===== src/rtl/bcd_stream_pkg.sv =====
package bcd_stream_pkg;
  localparam int BYTE_W = 8;
  localparam logic [7:0] ASCII_ZERO = 8'h30;
  localparam logic [7:0] NEWLINE = 8'h0A;

  typedef enum logic [1:0] {ST_LOAD, ST_WAIT, ST_STROBE} tx_state_t;

  // decimal digit at position pos (0 = least significant) of v
  function automatic logic [3:0] dec_digit(longint unsigned v, int pos);
    longint unsigned t;
    t = v;
    for (int i = 0; i < pos; i++) t = t / 10;
    return 4'(t % 10);
  endfunction
endpackage


===== src/rtl/bcd_counter.sv =====
module bcd_counter
  import bcd_stream_pkg::*;
#(
  parameter int NDIG = 10,
  parameter longint unsigned MAX_VAL = 64'd4294967295
) (
  input  logic              clk,
  input  logic              rst,
  input  logic              inc,
  output logic [NDIG*4-1:0] digits
);
  logic [NDIG:0]   carry;
  logic [NDIG-1:0] at_max;
  logic            all_max;

  assign carry[0] = inc;
  assign all_max  = &at_max;

  for (genvar i = 0; i < NDIG; i++) begin : g_dig
    localparam logic [3:0] MAXD = dec_digit(MAX_VAL, i);
    logic [3:0] d;
    assign d = digits[i*4 +: 4];
    assign at_max[i] = (d == MAXD);
    assign carry[i+1] = carry[i] && (d == 4'd9);

    always_ff @(posedge clk) begin
      if (rst) begin
        digits[i*4 +: 4] <= '0;
      end else if (inc) begin
        if (all_max)       digits[i*4 +: 4] <= '0;
        else if (carry[i]) digits[i*4 +: 4] <= (d == 4'd9) ? 4'd0 : d + 4'd1;
      end
    end

    // a digit never leaves the decimal range
    p_digit_range_r7: assert property (@(posedge clk) disable iff (rst) d <= 4'd9);
  end

  // count moves only on an increment request
  p_hold_r6: assert property (@(posedge clk) disable iff (rst) !inc |=> $stable(digits));
endmodule


===== src/rtl/line_shifter.sv =====
module line_shifter
  import bcd_stream_pkg::*;
#(
  parameter int NDIG = 10
) (
  input  logic              clk,
  input  logic              rst,
  input  logic              load,
  input  logic              shift,
  input  logic [NDIG*4-1:0] digits,
  output logic [7:0]        byte_out
);
  localparam int LINE_W = (NDIG + 1) * BYTE_W;

  logic [LINE_W-1:0] line_q;
  logic [LINE_W-1:0] line_new;

  // most significant digit lands in the top byte
  for (genvar j = 0; j < NDIG; j++) begin : g_ascii
    assign line_new[LINE_W-1-j*BYTE_W -: BYTE_W] =
      ASCII_ZERO + {4'd0, digits[(NDIG-1-j)*4 +: 4]};
  end
  assign line_new[BYTE_W-1:0] = NEWLINE;

  always_ff @(posedge clk) begin
    if (rst)        line_q <= '0;
    else if (load)  line_q <= line_new;
    else if (shift) line_q <= {line_q[LINE_W-BYTE_W-1:0], {BYTE_W{1'b0}}};
  end

  assign byte_out = line_q[LINE_W-1 -: BYTE_W];
endmodule


===== src/rtl/tx_ctrl.sv =====
module tx_ctrl
  import bcd_stream_pkg::*;
#(
  parameter int NBYTES = 11
) (
  input  logic clk,
  input  logic rst,
  input  logic space_n,
  output logic load,
  output logic shift,
  output logic inc,
  output logic wr_stb,
  output logic line_done
);
  localparam int IDX_W = $clog2(NBYTES);

  tx_state_t        state;
  logic [IDX_W-1:0] idx;
  logic             last;

  assign last  = (idx == IDX_W'(NBYTES - 1));
  assign load  = (state == ST_LOAD);
  assign shift = (state == ST_STROBE);
  assign inc   = shift && last;

  always_ff @(posedge clk) begin
    if (rst) begin
      state     <= ST_LOAD;
      idx       <= '0;
      wr_stb    <= 1'b0;
      line_done <= 1'b0;
    end else begin
      line_done <= 1'b0;
      case (state)
        ST_LOAD: begin
          idx   <= '0;
          state <= ST_WAIT;
        end
        ST_WAIT: begin
          if (!space_n) begin
            wr_stb <= 1'b1;
            state  <= ST_STROBE;
          end
        end
        default: begin
          wr_stb <= 1'b0;
          if (last) begin
            line_done <= 1'b1;
            state     <= ST_LOAD;
          end else begin
            idx   <= idx + 1'b1;
            state <= ST_WAIT;
          end
        end
      endcase
    end
  end

  p_stb_needs_space_r3: assert property (@(posedge clk) disable iff (rst)
    $rose(wr_stb) |-> $past(!space_n));
  p_stb_single_r4: assert property (@(posedge clk) disable iff (rst)
    wr_stb |=> !wr_stb);
  p_done_after_stb_r10: assert property (@(posedge clk) disable iff (rst)
    line_done |-> $past(wr_stb));
  p_idx_range_r2: assert property (@(posedge clk) disable iff (rst)
    idx < IDX_W'(NBYTES));
endmodule


===== src/rtl/bcd_line_streamer.sv =====
module bcd_line_streamer
  import bcd_stream_pkg::*;
#(
  parameter int NDIG = 10,
  parameter longint unsigned MAX_VAL = 64'd4294967295
) (
  input  logic       clk,
  input  logic       rst,
  input  logic       space_n,
  output logic       wr_stb,
  output logic [7:0] wr_data,
  output logic       line_done
);
  localparam int NBYTES = NDIG + 1;

  logic              load, shift, inc;
  logic [NDIG*4-1:0] digits;

  bcd_counter #(.NDIG(NDIG), .MAX_VAL(MAX_VAL)) u_cnt (
    .clk(clk), .rst(rst), .inc(inc), .digits(digits)
  );

  line_shifter #(.NDIG(NDIG)) u_line (
    .clk(clk), .rst(rst), .load(load), .shift(shift),
    .digits(digits), .byte_out(wr_data)
  );

  tx_ctrl #(.NBYTES(NBYTES)) u_ctrl (
    .clk(clk), .rst(rst), .space_n(space_n), .load(load), .shift(shift),
    .inc(inc), .wr_stb(wr_stb), .line_done(line_done)
  );

  // the byte is already on the bus before its strobe
  p_data_stable_r5: assert property (@(posedge clk) disable iff (rst)
    wr_stb |-> $stable(wr_data));
endmodule


===== config.mk =====
export PLATFORM = sky130hd
export DESIGN_NAME = bcd_line_streamer
export DESIGN_NICKNAME = d
export VERILOG_FILES = /design/src/rtl/bcd_stream_pkg.sv /design/src/rtl/bcd_counter.sv /design/src/rtl/line_shifter.sv /design/src/rtl/tx_ctrl.sv /design/src/rtl/bcd_line_streamer.sv
export SDC_FILE = /design/constraint.sdc
export NUM_CORES = 1
export LEC_CHECK = 0
export BUFFER_PORTS_ARGS = -buffer_cell sky130_fd_sc_hd__buf_2
export CAP_MARGIN = 5
export CORE_UTILIZATION = 57
export DETAILED_ROUTE_END_ITERATION = 10
export PLACE_DENSITY = 0.76
export SETUP_SLACK_MARGIN = 0.4
export SLEW_MARGIN = 20
export SYNTH_ARGS = -nofsm -noshare
export SYNTH_HDL_FRONTEND = slang
export SYNTH_SLANG_ARGS = --single-unit

===== constraint.sdc =====
create_clock -name clk -period 2.4 [get_ports clk]
set_clock_uncertainty 0.1 [all_clocks]
set_input_delay 0.36 -clock clk [delete_from_list [all_inputs] [get_ports clk]]
set_output_delay 0.36 -clock clk [all_outputs]
set_load 0.005 [all_outputs]

==> Flow_metrics.wiki <==
{| class="wikitable"
! Metric !! Value
|-
| Outcome || finished, violations left
|-
| Violated checks || design-rule violations
|-
| Clock sink count || about 100
|-
| Share of synthesized registers carrying an async set or reset || 0%
|-
| Main flop type after synthesis || dfxtp_1
|-
| DRC violations left || 4
|-
| Total number of vias || around 5000
|-
| Final min period || around 2.3 ns
|-
| Post-DP HPWL || roughly 8.4 mm
|-
| Startpoint type of the worst setup path || register
|-
| Port Buffers || 10
|-
| Leakage power summed over all cells || between 2 and 2.5 nW
|-
| Total instance count after detailed placement || roughly 700
|-
| Worst Hold Depth || 3
|-
| GR Layer Usage met1 || between 30% and 40%
|-
| Fraction of layout cells with a size suffix above 1 || 28.0%
|-
| Top-level port count || 13
|-
| List of cells traversed by the critical path || inv_2 > ha_4 > nand3b_1 > nor4_4 > buf_4 > and3_4 > buf_6 > a2bb2oi_1 > o32ai_1
|-
| CP Data Arrival Time || approximately 2.4 ns
|-
| Tot GR Track Use || between 20% and 30%
|-
| Initial core utilization || between 50% and 60%
|-
| Net count reported at finish || between 600 and 700
|-
| Distinct cells, synth || 70
|-
| Remaining antenna violation count after routing || 0
|-
| Critical path's largest stage delay || roughly 0.39 ns
|-
| Category of the worst setup path capture point || register
|-
| Number of antenna diodes || 0
|-
| Required time of the critical path || 2.57 ns
|-
| Area share of the leading cell type in the synthesized netlist || between 30% and 40%
|-
| Pins Over Slew Limit || 0
|-
| CTS max path bufs || 2
|-
| Max transition margin || a little under two fifths
|-
| CTS hold repair buffers || 0
|-
| Initial antenna violation count || 0
|-
| Clock root buffer || clkbuf_8
|-
| # Max-Cap Violations || 0
|-
| Post-synthesis average cell area || between 8 and 9 sq um
|-
| Origin of the worst min-delay path || space_n
|-
| Capture endpoint of the worst hold path || u_ctrl.state[1]
|-
| CTS Buf Count || 9
|-
| GR met2 Demand/Resource || 48.9%
|-
| Non-filler cells, final || between 700 and 800
|-
| FF-to-FF setup slack || roughly 0.12 ns
|-
| Grt peak-use layer || met2
|-
| Clk_lat worst skew || about 0.38 ns
|-
| Capturing point of the worst reg2reg path || u_cnt.g_dig[9].d[2]
|-
| CORE AREA || 8810 sq um
|-
| Pre-CTS WS || 0.115 ns
|-
| Largest delay contributor family on the critical path || simple AND/OR/NAND/NOR gates
|-
| Cell area after technology mapping || ~5200 sq um
|-
| Remaining Overflow, GRT || 0
|-
| Clk slew on worst S/H paths || 0.10 ns
|-
| Horizontal die dimension || between 90 and 100 um
|-
| Cell count after synthesis || roughly 620
|-
| Worst R2R Start || u_cnt.g_dig[6].d[1]
|-
| Count of fill cells added during filler insertion || between 600 and 700
|-
| Bufs and invs on worst path || 3
|-
| First-pass DRT Iterations || 9
|-
| Height of the chip || 97.7 um
|-
| Global-route wire length before repair || roughly 22 mm
|-
| Setup repair after global routing missed its margin || true
|-
| CTS H-tree lvls || 3
|-
| Relative area change from synthesis to final layout || 22.0%
|-
| Sequential element share of the synthesized area || a little under two fifths
|-
| Achievable frequency || 440 MHz
|-
| Final estimated routing congestion in global placement || 0.846
|-
| Path length in cells of the critical path || 9
|-
| Largest net degree at the start of global routing || 101
|-
| Worst min-delay path category || input port to register
|-
| Crit path kind || register to register
|-
| Maximum fanout count along the critical path || 6
|-
| Setup tns final || 0 ns
|-
| Area enclosed by the die boundary || around 9500 sq um
|-
| CTS tree || yes
|-
| Final cycle utilization of the critical path || 94.8%
|-
| Final instance area || 6370 sq um
|-
| Cells taking the most area after synthesis || dfxtp_1, mux2i_1, a21oi_1, nor2_1, ha_1
|-
| DRC marker count from the first detailed-route iteration || 530
|-
| Post-DR vias/cell || 6.49
|-
| Count of endpoints failing setup in the final report || 0
|-
| Number of global-route vias before repair || 4510
|-
| Wirelength per Cell || roughly 20 um
|-
| Hold Fails Final Rpt || 0
|-
| Cell with the largest stage delay on the worst path || dfxtp_4
|-
| Placement Cell Area || roughly 5400 sq um
|-
| Transition time at the pin with the least slew margin || about 0.93 ns
|-
| Number of register bits inferred by synthesis || 98
|-
| Total wirelength of the detailed-routed design || ~15 mm
|-
| Rows || 34
|-
| Number of flops mapped to enable cells by yosys || 0
|-
| Worst reg-to-reg path cell count || 9
|-
| Ratio of total power to cell area || between 400 and 500 nW/um^2
|-
| Library cell with the largest summed area after synthesis || dfxtp_1
|-
| IR Drop Worst-Case VDD || between 0.0004 and 0.0005 V
|-
| Post-route setup slack || 0.125 ns
|-
| Ys Warns || 0
|-
| Met3 Track Usage GR || between 5 and 6%
|-
| Final Power || ~2.9 mW
|}
==> how the worst max path moves through the flow <==
stage | slack (ns) | end | start
after CTS | 0.24 | u_cnt.g_dig[2].d[2] | u_cnt.g_dig[3].d[1]
after detailed placement | 0.11 | u_cnt.g_dig[2].d[2] | u_cnt.g_dig[7].d[0]
final | 0.12 | u_cnt.g_dig[9].d[2] | u_cnt.g_dig[6].d[1]
after global placement | 0.20 | u_cnt.g_dig[2].d[2] | u_cnt.g_dig[7].d[1]
after floorplan | 0.27 | u_cnt.g_dig[7].d[2] | u_cnt.g_dig[7].d[1]
after global routing | -0.0007 | u_cnt.g_dig[9].d[2] | u_cnt.g_dig[0].d[1]
==> sequential cells by signal (all words and copies together) (netlist names) <==
| signal | count |
|---|---|
| u_ctrl.state | 2 |
| u_line.line_q | 50 |
| u_ctrl.wr_stb | 1 |
| u_ctrl.idx | 4 |
| u_ctrl.line_done | 1 |
| u_cnt.g_dig.d | 40 |
==> synth_stat cells (all sizes together) (4+ instances only) <==
cell type / number
dfxtp: 98
nor2: 96
a21oi: 75
a22oi: 4
nor2b: 4
a31oi: 4
nand3b: 9
clkbuf: 27
a211o: 5
ha: 18
mux2i: 41
nor3: 13
and3: 6
nand3: 20
buf: 23
o32ai: 4
o21ai: 13
nand2: 29
a211oi: 10
and3b: 5
inv: 22
xnor2: 5
o211ai: 4
a32oi: 4
nand4: 11
nor3b: 8
or4: 7
==> layout make-up <==
| class | instances | area, sq um | area share (%) |
|---|---|---|---|
| Timing Repair Buffer | 80 | 662 | 10.4 |
| Tap cell | 108 | 135 | 2.12 |
| Clock buffer | 11 | 151 | 2.38 |
| Inverter | 23 | 91.3 | 1.43 |
| Sequential cell | 98 | 2010 | 31.6 |
| Clock inverter | 5 | 45.0 | 0.707 |
| Multi-Input combinational cell | 450 | 3270 | 51.4 |
==> cell usage in the layout, fill, tap and decap left out, types with 7 or more instances in the layout <==
cell / instances
a21oi_1: 66
nand3b_1: 8
nand3_1: 17
buf_4: 55
mux2i_1: 41
nor3_1: 10
ha_1: 12
dfxtp_4: 10
inv_1: 16
clkbuf_8: 11
dfxtp_1: 78
nand2_1: 25
buf_2: 10
nor2_1: 93
buf_6: 11
dfxtp_2: 10
nor3b_1: 7
nand4_1: 11
a211oi_1: 7
==> cell families after synthesis <==
kind of cell	share of synthesized area, %
AO/OA/AOI/OAI	17.5
XOR/XNOR	1.17
adder cells (fa/ha/maj)	4.31
buffers and inverters	7.09
flip-flops	37.6
multiplexers	8.51
other	0.0718
AND/OR/NAND/NOR	23.7
==> power breakdown <==
| group | switching, mW | total, mW | internal, mW |
|---|---|---|---|
| sequential | 0.0243 | 1.67 | 1.64 |
| clock | 0.627 | 1.08 | 0.451 |
| combinational | 0.120 | 0.174 | 0.0542 |
==> per-stage QoR <==
step           util [%]  hold WS, ns
2_1_floorplan         -        0.338
3_3_place_gp       61.1        0.341
3_5_place_dp       61.1        0.344
4_1_cts            67.4        0.189
5_1_grt            72.3        0.213
6_report           72.3        0.181
==> layer usage <==
layer  vias to the layer above  wire length, um
li1                       2294                -
met1                      2411             6110
met2                       254             7450
met3                        71             1120
met4                         0              639
met5                         -                0
==> tightest hold or removal path, cell delays in order <==
cell and delay (ns):
buf_2 0.07, nand2b_1 0.14, nor3_1 0.06
==> what timing repair did <==
action                                  CTS  global route
resized for setup                        52            63
endpoints found under the setup margin   35            40
setup buffers                            21            22
cloned                                    2             0
pin swaps                                16            28
(Power assumes the default switching activity.)
